### src/rtl/pwr_mode_pkg.sv
package pwr_mode_pkg;
  typedef enum logic [2:0] {
    PM_RUN  = 3'd0,
    PM_IDLE = 3'd1,
    PM_STOP = 3'd2,
    PM_STAB = 3'd3,
    PM_WAKE = 3'd4
  } pm_state_e;

  localparam logic [7:0]  OP_STOP  = 8'h7F;
  localparam logic [7:0]  OP_IDLE  = 8'h6F;
  localparam logic [15:0] BOOT_VEC = 16'h0100;
endpackage

### src/rtl/pmc_wake_src.sv
module pmc_wake_src #(
  parameter int N_EXT = 4,
  parameter int N_INT = 4
) (
  input  logic [N_EXT-1:0] ext_irq_i,
  input  logic [N_EXT-1:0] ext_en_i,
  input  logic [N_INT-1:0] int_irq_i,
  input  logic [N_INT-1:0] int_en_i,
  output logic             stop_wake_o,
  output logic             any_wake_o
);
  logic ext_hit, int_hit;
  assign ext_hit     = |(ext_irq_i & ext_en_i);
  assign int_hit     = |(int_irq_i & int_en_i);
  assign stop_wake_o = ext_hit;           // only filtered external lines may end stop
  assign any_wake_o  = ext_hit | int_hit;
endmodule

### src/rtl/pmc_stab_cnt.sv
module pmc_stab_cnt #(
  parameter int          CNT_W   = 16,
  parameter logic [15:0] RST_VAL = 16'd8
) (
  input  logic             clk_i,
  input  logic             rst_ni,
  input  logic             load_i,
  input  logic [CNT_W-1:0] load_val_i,
  input  logic             run_i,
  output logic             done_o
);
  logic [CNT_W-1:0] cnt_q;

  always_ff @(posedge clk_i or negedge rst_ni) begin
    if (!rst_ni)                    cnt_q <= CNT_W'(RST_VAL);
    else if (load_i)                cnt_q <= load_val_i;
    else if (run_i && cnt_q != '0)  cnt_q <= cnt_q - 1'b1;
  end

  assign done_o = run_i && (cnt_q == '0);
endmodule

### src/rtl/pmc_clk_gates.sv
module pmc_clk_gates
  import pwr_mode_pkg::*;
#(
  parameter int               N_PER    = 8,
  parameter logic [N_PER-1:0] AON_MASK = N_PER'(3'b111)
) (
  input  pm_state_e        state_i,
  output logic             osc_en_o,
  output logic             cpu_clk_en_o,
  output logic [N_PER-1:0] per_clk_en_o
);
  logic run_like, idle_st;
  assign run_like     = (state_i == PM_RUN) || (state_i == PM_WAKE);
  assign idle_st      = (state_i == PM_IDLE);
  assign osc_en_o     = (state_i != PM_STOP);
  assign cpu_clk_en_o = run_like;

  for (genvar p = 0; p < N_PER; p++) begin : g_per
    if (AON_MASK[p]) begin : g_aon
      assign per_clk_en_o[p] = run_like | idle_st;
    end else begin : g_gated
      assign per_clk_en_o[p] = run_like;
    end
  end
endmodule

### src/rtl/pwr_mode_ctrl.sv
module pwr_mode_ctrl
  import pwr_mode_pkg::*;
#(
  parameter int               N_INT    = 4,
  parameter int               N_PER    = 8,
  parameter int               CNT_W    = 16,
  parameter logic [15:0]      RST_STAB = 16'd8,
  parameter logic [N_PER-1:0] AON_MASK = N_PER'(3'b111)
) (
  input  logic             clk_i,
  input  logic             rst_ni,
  input  logic             op_valid_i,
  input  logic [7:0]       opcode_i,
  input  logic [3:0]       ext_irq_i,
  input  logic [3:0]       ext_en_i,
  input  logic [N_INT-1:0] int_irq_i,
  input  logic [N_INT-1:0] int_en_i,
  input  logic [CNT_W-1:0] stab_sel_i,
  input  logic             clksel_wr_i,
  input  logic [1:0]       clksel_wdata_i,
  output logic             osc_en_o,
  output logic             cpu_clk_en_o,
  output logic [N_PER-1:0] per_clk_en_o,
  output logic [1:0]       clksel_o,
  output logic             svc_irq_o,
  output logic             boot_o,
  output logic [15:0]      fetch_addr_o
);
  pm_state_e        state_q, state_d;
  logic [CNT_W-1:0] stab_q;
  logic [1:0]       clksel_q;
  logic             from_rst_q;
  logic             stop_wake, any_wake, stab_done, cnt_load;
  logic             req_stop, req_idle;

  pmc_wake_src #(.N_EXT(4), .N_INT(N_INT)) u_wake (
    .ext_irq_i  (ext_irq_i),
    .ext_en_i   (ext_en_i),
    .int_irq_i  (int_irq_i),
    .int_en_i   (int_en_i),
    .stop_wake_o(stop_wake),
    .any_wake_o (any_wake)
  );

  assign cnt_load = (state_q == PM_STOP) && stop_wake;

  pmc_stab_cnt #(.CNT_W(CNT_W), .RST_VAL(RST_STAB)) u_cnt (
    .clk_i     (clk_i),
    .rst_ni    (rst_ni),
    .load_i    (cnt_load),
    .load_val_i(stab_q),
    .run_i     (state_q == PM_STAB),
    .done_o    (stab_done)
  );

  pmc_clk_gates #(.N_PER(N_PER), .AON_MASK(AON_MASK)) u_gates (
    .state_i     (state_q),
    .osc_en_o    (osc_en_o),
    .cpu_clk_en_o(cpu_clk_en_o),
    .per_clk_en_o(per_clk_en_o)
  );

  // a pending enabled interrupt cancels a halt in the same cycle
  assign req_stop = op_valid_i && (opcode_i == OP_STOP) && !any_wake;
  assign req_idle = op_valid_i && (opcode_i == OP_IDLE) && !any_wake;

  always_comb begin
    state_d = state_q;
    unique case (state_q)
      PM_RUN:  if (req_stop) state_d = PM_STOP;
               else if (req_idle) state_d = PM_IDLE;
      PM_IDLE: if (any_wake) state_d = PM_WAKE;
      PM_STOP: if (stop_wake) state_d = PM_STAB;
      PM_STAB: if (stab_done) state_d = PM_WAKE;
      PM_WAKE: state_d = PM_RUN;
      default: state_d = PM_RUN;
    endcase
  end

  always_ff @(posedge clk_i or negedge rst_ni) begin
    if (!rst_ni) begin
      state_q    <= PM_STAB;
      from_rst_q <= 1'b1;
      clksel_q   <= 2'b00;
      stab_q     <= CNT_W'(RST_STAB);
    end else begin
      state_q <= state_d;
      if (state_q == PM_WAKE) from_rst_q <= 1'b0;
      if (state_q == PM_RUN && req_stop) stab_q <= stab_sel_i;
      if (state_q == PM_RUN && clksel_wr_i) clksel_q <= clksel_wdata_i;
    end
  end

  assign clksel_o     = clksel_q;
  assign svc_irq_o    = (state_q == PM_WAKE) && !from_rst_q;
  assign boot_o       = (state_q == PM_WAKE) && from_rst_q;
  assign fetch_addr_o = boot_o ? BOOT_VEC : 16'h0000;
endmodule

### config.mk
export PLATFORM = sky130hd
export DESIGN_NAME = pwr_mode_ctrl
export DESIGN_NICKNAME = d
export VERILOG_FILES = /design/src/rtl/pwr_mode_pkg.sv /design/src/rtl/pmc_wake_src.sv /design/src/rtl/pmc_stab_cnt.sv /design/src/rtl/pmc_clk_gates.sv /design/src/rtl/pwr_mode_ctrl.sv
export SDC_FILE = /design/constraint.sdc
export NUM_CORES = 1
export LEC_CHECK = 0
export ABC_AREA = 1
export BUFFER_PORTS_ARGS = -buffer_cell sky130_fd_sc_hd__buf_2
export CAP_MARGIN = 20
export CORE_MARGIN = 10
export CORE_UTILIZATION = 47
export DETAILED_ROUTE_END_ITERATION = 6
export GPL_TIMING_DRIVEN = 0
export HOLD_SLACK_MARGIN = 0.08
export PLACE_DENSITY = 0.89
export SYNTH_ARGS = -nofsm -noshare
export SYNTH_HDL_FRONTEND = slang
export SYNTH_HIERARCHICAL = 1
export SYNTH_SLANG_ARGS = --single-unit
### constraint.sdc
create_clock -name clk_i -period 1.7 [get_ports clk_i]
set_input_delay 0.34 -clock clk_i [delete_from_list [all_inputs] [get_ports clk_i]]
set_output_delay 0.34 -clock clk_i [all_outputs]
set_load 0.02 [all_outputs]
==> metrics, run 1 <==
CP startpoint=u_cnt/cnt_q[2]; ANT cells=0; crit path kind=reg2reg; worst setup path endpoint=state_q[0]; FF+latch count, synth=38; Max Cap Viol=0; final worst-path cycle share=110%; Reg2Reg Setup Slack=-0.16 ns; Worst setup EP type=register; setup ws final=-0.164 ns; post-place setup slack=-0.295 ns; Cell variety after synth=30; layout cells sized above 1=40.5%; worst-case clock buffer depth=2; Worst-path clk slew=0.08 ns; commonest non-fill, non-tap cell in the layout=nand2_1; Fmax=537 MHz; most frequent cells in the layout=116 x nand2_1, 57 x buf_2, 40 x buf_4, 37 x inv_1, 32 x dfrtp_1; Die Span X=93.8 um; IO Port Bufs=60; Yosys warnings=6; clk_lat worst skew=0.29 ns; clock skew=0.00910 ns; Via density=~5.2; P_leak=1.94 nW; actual slew at the worst max-slew pin=roughly 0.85 ns; CTS tree=built; syn avg cell area=7.02 um2; post-synthesis cell count=365; max-slew violations=0; DR iter-0 viols=326; Synth Cell Area=0.00256 mm2; area of the multi-input gates=0.00140 mm2; Worst Reg-to-Reg Cells=15; Hold Crit Class=in2async; Reg-to-Reg End=state_q[0]; Layout area overhead=37.5%; DR WL/cell=15.1 um; Die Area=0.00880 mm2; GRT overflow=0; number of global-route vias before repair=2,613; initial antenna violation count=0; fill cell count=387; Total GRT Usage=15.7%; RSZ-0062 raised after global routing=yes; clk root buf=clkbuf_8; Site Rows=26; Core Region=~0.0052 mm2; worst-path maximum fanout=4; Critical Path AT=2.10 ns; post-route minimum period=approximately 1.9 ns; worst vdd ir=0.000796 V; Setup TNS=-1.56 ns; Worst EP required=1.94 ns; failing checks=negative setup slack; Inserted Clock Buffers=5; DPL Wire Length=4.94 mm; Starting Density=a little under 50%; drt drc=0; Setup Viol. Count Final=21; height of the chip=93.8 um; largest net degree at the start of global routing=39; PwrDens=753 mW/mm2; Seq/Total Area, Yosys=37.4%; routed vias=2,802; global-route wire length before repair=around 11 mm; total wire length=8.14 mm; outcome=finished with violations; number of I/O pins=76; gpl congestion=between 0.9 and 1; Max-slew headroom=43.7%; main flop type after synthesis=dfrtp_1; nets=515; Worst setup SP type=register; H-Tree Depth=2; Post-synth EDFFs=0; Post-synth ARST share=100%; register area=around 960 um2; DRT antenna net count=0; DR pass1 iterations=6; Final Hold Viols=0; clock sinks=38; reg2reg start=u_cnt/cnt_q[2]
[worst max-delay path, stage by stage, from the launching register on]
cell and delay, ns:
dfrtp_1 0.44, inv_1 0.17, nand2_4 0.08, nor2_4 0.13, nand2_2 0.07, inv_2 0.07
nand2_2 0.06, nor2_2 0.09, nand3_1 0.07, nor2_1 0.10, nand2_1 0.09, nand3_2 0.09
nand2_2 0.07, a21oi_2 0.13, nand2_1 0.07, nand2_1 0.07
[routing by layer]
metal	up-vias	track usage [%]	routed length [um]
met5	-	0	0
met4	0	4.43	349
met3	55	3.84	784
met2	216	29.7	4170
met1	1234	16.6	2840
li1	1297	-	-
[synth_stat cells (5+ instances only)]
library cell | number | area (um2)
nand3_1 | 35 | 175
dfstp_2 | 5 | 131
dfrtp_1 | 33 | 826
nor2_1 | 38 | 143
inv_1 | 43 | 161
o21ai_2 | 16 | 140
nand2_1 | 123 | 462
buf_4 | 23 | 173
nor2_2 | 5 | 31.3
[kinds of logic (layout without fill, tap and decap cells)]
logic type	after synthesis	after routing	share of synthesized area, %
DFF	38	38	37.4
AOI/OAI and AO/OA	26	26	7.43
adders and majority gates	1	1	0.488
xor gates and xnor gates	5	5	1.71
other	1	15	0.146
buffers and inverters	76	166	15.7
and+or+nand+nor	218	218	37.1
[per-stage QoR]
| stage | std cells | util [%] | power [W] | cell area (um2) | hold slack (ns) |
|---|---|---|---|---|---|
| floorplan | 379 | - | 0.00152 | 2640 | 0.0444 |
| global placement | 509 | 58.1 | 0.00171 | 3020 | 0.455 |
| detailed placement | 509 | 58.1 | 0.00173 | 3020 | 0.460 |
| CTS | 526 | 62.4 | 0.00253 | 3250 | 0.175 |
| global route | 539 | 67.7 | 0.00277 | 3520 | 0.203 |
| finish | 539 | 67.7 | 0.00265 | 3520 | 0.143 |
[area by class of cell]
class / count / share of cell area (%)
inverters: 46 / 5.12
multi-input cells: 265 / 39.6
clock inverters: 3 / 1.28
clock buffers: 5 / 1.95
plain buffers: 30 / 7.35
repair buffers: 82 / 15.0
flip-flops and latches: 38 / 27.2
well taps: 70 / 2.49
[registers in the layout, indices dropped and copies added, names as in the netlist]
signal / flops
from_rst_q: 1
clksel_o: 2
u_cnt/cnt_q: 16
state_q: 3
stab_q: 16
[worst min path at each step]
| stage | from | to | slack (ns) |
|---|---|---|---|
| after global routing | rst_ni | stab_q[4] | 0.20 |
| after CTS | rst_ni | stab_q[2] | 0.17 |
| after floorplan | rst_ni | clksel_o[0] | 0.04 |
| after global placement | from_rst_q | from_rst_q | 0.46 |
| after detailed placement | from_rst_q | from_rst_q | 0.46 |
| final | rst_ni | stab_q[4] | 0.14 |
[timing repair]
| item | 4_1_cts | 5_1_grt |
|---|---|---|
| gates cloned | 0 | 3 |
| setup buffers | 9 | 10 |
| gates resized for setup | 14 | 47 |
| setup endpoints to repair | 22 | 30 |
| pin swaps | 13 | 17 |
| hold buffers | 0 | 0 |
[where the power goes]
part | switching, W | internal [W] | total [W]
Combinational | 0.000527 | 0.000356 | 0.000883
Sequential | 0.0000336 | 0.000951 | 0.000985
Clock | 0.000350 | 0.000437 | 0.000786
Power figures use the tool's default switching activity.
==> run 2, diff against run 1 <==
--- a/config.mk
+++ b/config.mk
@@ -5,15 +5,15 @@
 export SDC_FILE = /design/constraint.sdc
 export NUM_CORES = 1
 export LEC_CHECK = 0
-export ABC_AREA = 1
 export BUFFER_PORTS_ARGS = -buffer_cell sky130_fd_sc_hd__buf_2
 export CAP_MARGIN = 20
 export CORE_MARGIN = 10
-export CORE_UTILIZATION = 47
+export CORE_UTILIZATION = 46
 export DETAILED_ROUTE_END_ITERATION = 6
 export GPL_TIMING_DRIVEN = 0
 export HOLD_SLACK_MARGIN = 0.08
 export PLACE_DENSITY = 0.89
+export SKIP_LAST_GASP = 1
 export SYNTH_ARGS = -nofsm -noshare
 export SYNTH_HDL_FRONTEND = slang
 export SYNTH_HIERARCHICAL = 1
==> metrics, run 2 <==
outcome=finished with violations; failing checks=negative setup slack; actual slew at the worst max-slew pin=0.862 ns (+0.0169 ns); Max Cap Viol=0 (unchanged); most frequent cells in the layout=62 x buf_4, 54 x buf_2, 30 x dfrtp_1, 23 x buf_6, 17 x nor2_1; post-route minimum period=2.30 ns (+0.433 ns); Core Region=0.00479 mm2 (-8.1%); RSZ-0062 raised after global routing=yes; Total GRT Usage=18.1% (+2.4 points); setup ws final=-0.597 ns (-0.433 ns); reg2reg start=u_cnt/cnt_q[1]; routed vias=2,470 (-12%); Setup Viol. Count Final=46 (+120%); Reg-to-Reg End=u_cnt/cnt_q[3]; DR iter-0 viols=256 (-21%); commonest non-fill, non-tap cell in the layout=buf_4; Yosys top cell by area=dfrtp_1; Critical Path AT=2.52 ns (+0.42 ns); crit path kind=reg2reg; Yosys warnings=6 (unchanged); DPL Wire Length=4.51 mm (-8.8%); Synth top area share=35.9% (+3.6 points); DR pass1 iterations=6 (unchanged); largest net degree at the start of global routing=39 (unchanged); Post-synth EDFFs=0 (unchanged); Fmax=435 MHz (-19%); PwrDens=1650 mW/mm2 (+120%); Post-synth ARST share=100% (unchanged); Via density=5.89 (+13%); clock skew=0.0108 ns (+0.00171 ns); H-Tree Depth=2 (unchanged); Setup TNS=-12.14 ns (-10.58 ns); DP Area=0.00277 mm2 (-8.5%); Worst setup EP type=register; post-synthesis cell count=217 (-41%); clk root buf=clkbuf_8; DRT antenna net count=0 (unchanged); layout cells sized above 1=61.7% (+21 points); GRT overflow=0 (unchanged); top cells by count, synth=33 x dfrtp_1, 23 x buf_4, 20 x nor2_1; Die Span X=90.7 um (-3.3%); Hold Slack=0.139 ns (-0.00456 ns); worst vdd ir=0.000902 V (+13%); Inserted Clock Buffers=5 (unchanged); count leader, synth=dfrtp_1; initial antenna violation count=2 (+2); Worst EP required=1.92 ns (-0.02 ns); DR WL/cell=22.4 um (+48%); total wire length=9.37 mm (+15%); Final Hold Viols=0 (unchanged); Worst Reg-to-Reg Cells=8 (-7); Layout area overhead=56.9%; syn avg cell area=10.6 um2 (+51%); gpl congestion=0.859 (-9.7%); Hold Crit Class=in2async; synth top area cells=dfrtp_1 36%, buf_4 7.5%, mux2_4 6.5%; Cell variety after synth=51 (+70%); worst-path maximum fanout=7 (+3); max-slew violations=0 (unchanged); IO Port Bufs=60 (unchanged); Reg2Reg Setup Slack=-0.60 ns (-0.43 ns); Max-slew headroom=42.5% (-1.1 points); Die Area=0.00823 mm2 (-6.5%); Starting Density=48.1% (-1.1 points); FF+latch count, synth=38 (unchanged); post-place setup slack=-0.708 ns (-0.414 ns); Post-Route Utilization=75.4% (+7.8 points); main flop type after synthesis=dfrtp_1; fill cell count=274 (-29%); clock sinks=38 (unchanged); number of global-route vias before repair=2,417 (-7.5%); final worst-path cycle share=135% (+25 points); Worst-path clk slew=0.08 ns (about the same); Site Rows=25 (-3.8%); Worst setup SP type=register; height of the chip=90.7 um (-3.3%); nets=397 (-23%); Synth Cell Area=0.00230 mm2 (-10%); fin area=0.00361 mm2 (+2.5%); Seq/Total Area, Yosys=41.6% (+4.2 points); number of I/O pins=76 (unchanged); drt drc=0 (unchanged); CTS tree=built; global-route wire length before repair=12.1 mm (+5.9%); worst-case clock buffer depth=2 (unchanged); clk_lat worst skew=0.31 ns (+0.02 ns); Largest regs=stab_q x16, u_cnt/cnt_q x16, state_q x3; P_leak=1.68 nW (-14%)
-- run 2: metal layers --
layer,global-route usage (%),vias up,share of wire [%]
li1,-,1042,-
met1,19.2,1149,36
met2,30.8,211,49
met3,5.32,68,8.9
met4,11.1,0,5.8
met5,0,-,0
-- run 2: worst max path at each step --
stage / startpoint / endpoint / slack [ns] / cells past startpoint
2_1_floorplan: u_cnt/cnt_q[0] / u_cnt/cnt_q[1] / -0.33 / 7
3_3_place_gp: int_irq_i[2] / stab_q[6] / -0.68 / 7
3_5_place_dp: int_irq_i[2] / stab_q[5] / -0.71 / 7
4_1_cts: state_q[2] / stab_q[11] / -0.38 / 5
6_report: u_cnt/cnt_q[1] / u_cnt/cnt_q[3] / -0.60 / 8
5_1_grt: u_cnt/cnt_q[1] / u_cnt/cnt_q[3] / -0.69 / 8
-- run 2: where the power goes --
part / internal [W] / switching (W)
registers: 0.00118 / 0.000379
clock network: 0.000470 / 0.000344
logic: 0.00173 / 0.00185
-- run 2: through the flow --
stage          std cells  total power (W)
2_1_floorplan        231          0.00300
3_3_place_gp         358          0.00347
3_5_place_dp         358          0.00359
4_1_cts              403          0.00508
5_1_grt              419          0.00619
6_report             419          0.00595
-- run 2: final cells by class --
type / instances / area, um2 / share of cell area, %
multi-input combinational: 157 / 1380 / 38.2
sequential: 38 / 961 / 26.6
timing repair buffer: 112 / 776 / 21.5
buffer: 31 / 270 / 7.49
tap: 67 / 83.8 / 2.32
clock buffer: 6 / 82.6 / 2.29
clock inverter: 1 / 30.0 / 0.832
inverter: 5 / 22.5 / 0.624
antenna: 2 / 5.00 / 0.139
-- run 2: critical path: stages (launching register included) --
cell	delay [ns]
dfrtp_1	0.40
inv_2	0.11
ha_4	0.16
or4b_4	0.52
o41ai_4	0.39
buf_6	0.21
buf_4	0.12
o21ai_2	0.07
a31oi_1	0.22
-- run 2: timing repair --
item,in CTS,in global routing
endpoints found under the hold margin,0,0
resized for setup,52,39
hold buffers,0,0
setup buffers,38,18
pin swaps,30,15
endpoints found under the setup margin,39,49
-- run 2: cell families (layout without fill, tap and decap cells) --
kind of cell    Yosys count  after routing  synth area share [%]
buf+inv                  36            155                  10.8
flops                    38             38                  41.6
other cells               1             17                 0.163
fa+ha+maj                 1              1                 0.544
compound gates           38             38                  12.3
xor+xnor                  2              2                 0.761
mux                      22             22                  12.2
simple gates             79             79                  21.6
==> run 3, diff against run 2 <==
--- a/config.mk
+++ b/config.mk
@@ -5,15 +5,17 @@
 export SDC_FILE = /design/constraint.sdc
 export NUM_CORES = 1
 export LEC_CHECK = 0
+export ABC_AREA = 1
 export BUFFER_PORTS_ARGS = -buffer_cell sky130_fd_sc_hd__buf_2
 export CAP_MARGIN = 20
 export CORE_MARGIN = 10
-export CORE_UTILIZATION = 46
+export CORE_UTILIZATION = 47
 export DETAILED_ROUTE_END_ITERATION = 6
 export GPL_TIMING_DRIVEN = 0
 export HOLD_SLACK_MARGIN = 0.08
 export PLACE_DENSITY = 0.89
 export SKIP_LAST_GASP = 1
+export SLEW_MARGIN = 20
 export SYNTH_ARGS = -nofsm -noshare
 export SYNTH_HDL_FRONTEND = slang
 export SYNTH_HIERARCHICAL = 1
==> metrics, run 3 (synthesis gave the netlist of run 1 again) <==
Starting Density=49.2% (+1.1 points); Die Area=0.00880 mm2 (+6.9%); failing checks=negative setup slack; Crit. path cell count=16 (+8); clock sinks=38 (unchanged); Post-Route Utilization=67.7% (-7.8 points); worst-path maximum fanout=2 (-5); post-route minimum period=1.84 ns (-0.457 ns); fin area=0.00352 mm2 (-2.4%); Final Hold Viols=0 (unchanged); number of I/O pins=76 (unchanged); Site Rows=26 (+4.0%); Core Region=0.00520 mm2 (+8.8%); clk root buf=clkbuf_8; Worst Reg-to-Reg Cells=16 (+8); Hold Crit Class=in2async; Setup TNS=-1.64 ns (+10.50 ns); crit path kind=reg2reg; CP Cell Sequence=inv_2 > ha_4 > nand2_4 > nor2_4 > nand2_2 > inv_2 > nand2_2 > nor2_2 > nand3_1 > nor2_1 > nand2_1 > nand3_2 > nand2_2 > a21oi_2 > nand2_1 > nand2_1; Worst path top cell family by delay=simple AND/OR/NAND/NOR gates; DR WL/cell=15.1 um (-32%); clock skew=0.00782 ns (-0.00299 ns); worst vdd ir=0.000794 V (-12%); DP Area=0.00302 mm2 (+9.3%); DR iter-0 viols=350 (+37%); Worst EP required=1.94 ns (+0.02 ns); Critical Path AT=2.08 ns (-0.44 ns); Reg-to-Reg End=state_q[0]; Worst setup SP type=register; Setup Viol. Count Final=21 (-54%); routed vias=2,794 (+13%); total wire length=8.15 mm (-13%); worst-case clock buffer depth=2 (unchanged); number of global-route vias before repair=2,613 (+8.1%); Die Span X=93.8 um (+3.4%); Critical-path top delay cell=dfrtp_1; P_leak=1.94 nW (+16%); PwrDens=752 mW/mm2 (-54%); gpl congestion=0.951 (+11%); Worst-path clk slew=0.08 ns (about the same); Max Cap Viol=0 (unchanged); most frequent cells in the layout=116 x nand2_1, 57 x buf_2, 40 x buf_4, 37 x inv_1, 32 x dfrtp_1; IO Port Bufs=60 (unchanged); Via density=5.18 (-12%); Final Power=0.00265 W (-55%); final worst-path cycle share=108% (-27 points); setup ws final=-0.140 ns (+0.457 ns); clk_lat worst skew=0.29 ns (-0.02 ns); Inserted Clock Buffers=5 (unchanged); CP startpoint=u_cnt/cnt_q[0]; Total GRT Usage=15.7% (-2.4 points); CTS tree=built; nets=515 (+30%); Max-slew headroom=43.9% (+1.3 points); Layout area overhead=37.5%; Fmax=544 MHz (+25%); DRT antenna net count=0 (unchanged); layout cells sized above 1=40.5% (-21 points); fill cell count=387 (+41%); Hold-fix buffers, CTS=0 (unchanged); DPL Wire Length=4.94 mm (+9.6%); ANT cells=0 (-2); RSZ-0062 raised after global routing=yes; DR pass1 iterations=5 (-1); slowest cell delay on critical path=0.40 ns (-0.12 ns); outcome=finished with violations; actual slew at the worst max-slew pin=0.842 ns (-0.0202 ns); Hold Slack=0.144 ns (+0.00539 ns); initial antenna violation count=0 (-2); H-Tree Depth=2 (unchanged); GRT overflow=0 (unchanged); reg2reg start=u_cnt/cnt_q[0]; Reg2Reg Setup Slack=-0.14 ns (+0.46 ns); largest net degree at the start of global routing=39 (unchanged); height of the chip=93.8 um (+3.4%); drt drc=0 (unchanged); max-slew violations=0 (unchanged); global-route wire length before repair=11.4 mm (-5.6%); Crit path buffers/inverters=2 (-1); Largest regs=stab_q x16, u_cnt/cnt_q x16, state_q x3; commonest non-fill, non-tap cell in the layout=nand2_1; worst setup path endpoint=state_q[0]; Worst setup EP type=register
-- run 3: changes by cell type in the layout (fill, tap and decap cells not counted), sizes merged, moves of 4 or more --
cell	change
a31oi	-10
buf	-32
inv	+42
mux2	-19
nand2	+112
nand3	+32
nor2	+24
nor4	-4
o21ai	+15
o31ai	-4
or3	-5
or4	-9
xor2	+4
-- run 3: worst register-to-register path: stages, from the launching register on --
cell and delay [ns]:
dfrtp_1 0.40, inv_2 0.09, ha_4 0.15, nand2_4 0.06, nor2_4 0.13, nand2_2 0.07
inv_2 0.07, nand2_2 0.05, nor2_2 0.08, nand3_1 0.07, nor2_1 0.09, nand2_1 0.09
nand3_2 0.09, nand2_2 0.07, a21oi_2 0.13, nand2_1 0.07, nand2_1 0.07
-- run 3: how the worst min path moves through the flow --
stage	startpoint	end	slack, ns	cells after the start
after floorplan	rst_ni	clksel_o[0]	0.04	0
after global placement	from_rst_q	from_rst_q	0.46	2
after detailed placement	from_rst_q	from_rst_q	0.46	2
after CTS	rst_ni	stab_q[2]	0.17	1
after global routing	rst_ni	stab_q[4]	0.20	1
final	rst_ni	stab_q[4]	0.14	1
-- run 3: where the power goes --
part,switching (W),total [W],internal [W],leakage [nW]
sequential,0.0000338,0.000985,0.000951,0.503
combinational,0.000526,0.000882,0.000356,1.39
clock,0.000346,0.000783,0.000437,0.0504
total,0.000906,0.00265,0.00174,1.94
-- run 3: area by class of cell --
type	instances	area [um2]	share of cell area, %
multi-input combinational	265	1400	39.6
sequential	38	958	27.2
timing repair buffer	82	527	15.0
buffer	30	259	7.35
inverter	46	180	5.12
tap	70	87.6	2.49
clock buffer	5	68.8	1.95
clock inverter	3	45.0	1.28
-- run 3: what timing repair did --
action                                 4_1_cts  5_1_grt
pin swaps                                   13       16
cloned                                       0        3
gates resized for setup                     14       47
endpoints found under the hold margin        0        0
buffers inserted                             9       10
setup endpoints to repair                   22       30
-- run 3: stage by stage --
step / instances / setup slack [ns]
floorplan: 379 / 0.0278
global placement: 509 / -0.211
detailed placement: 509 / -0.295
CTS: 526 / -0.112
global route: 539 / -0.271
finish: 539 / -0.140
-- run 3: routing by layer --
metal	track usage [%]	wire, um	vias to the layer above
met5	0	0	-
met4	4.43	419	0
met3	3.84	741	65
met2	29.7	4100	190
met1	16.6	2890	1245
li1	-	-	1294
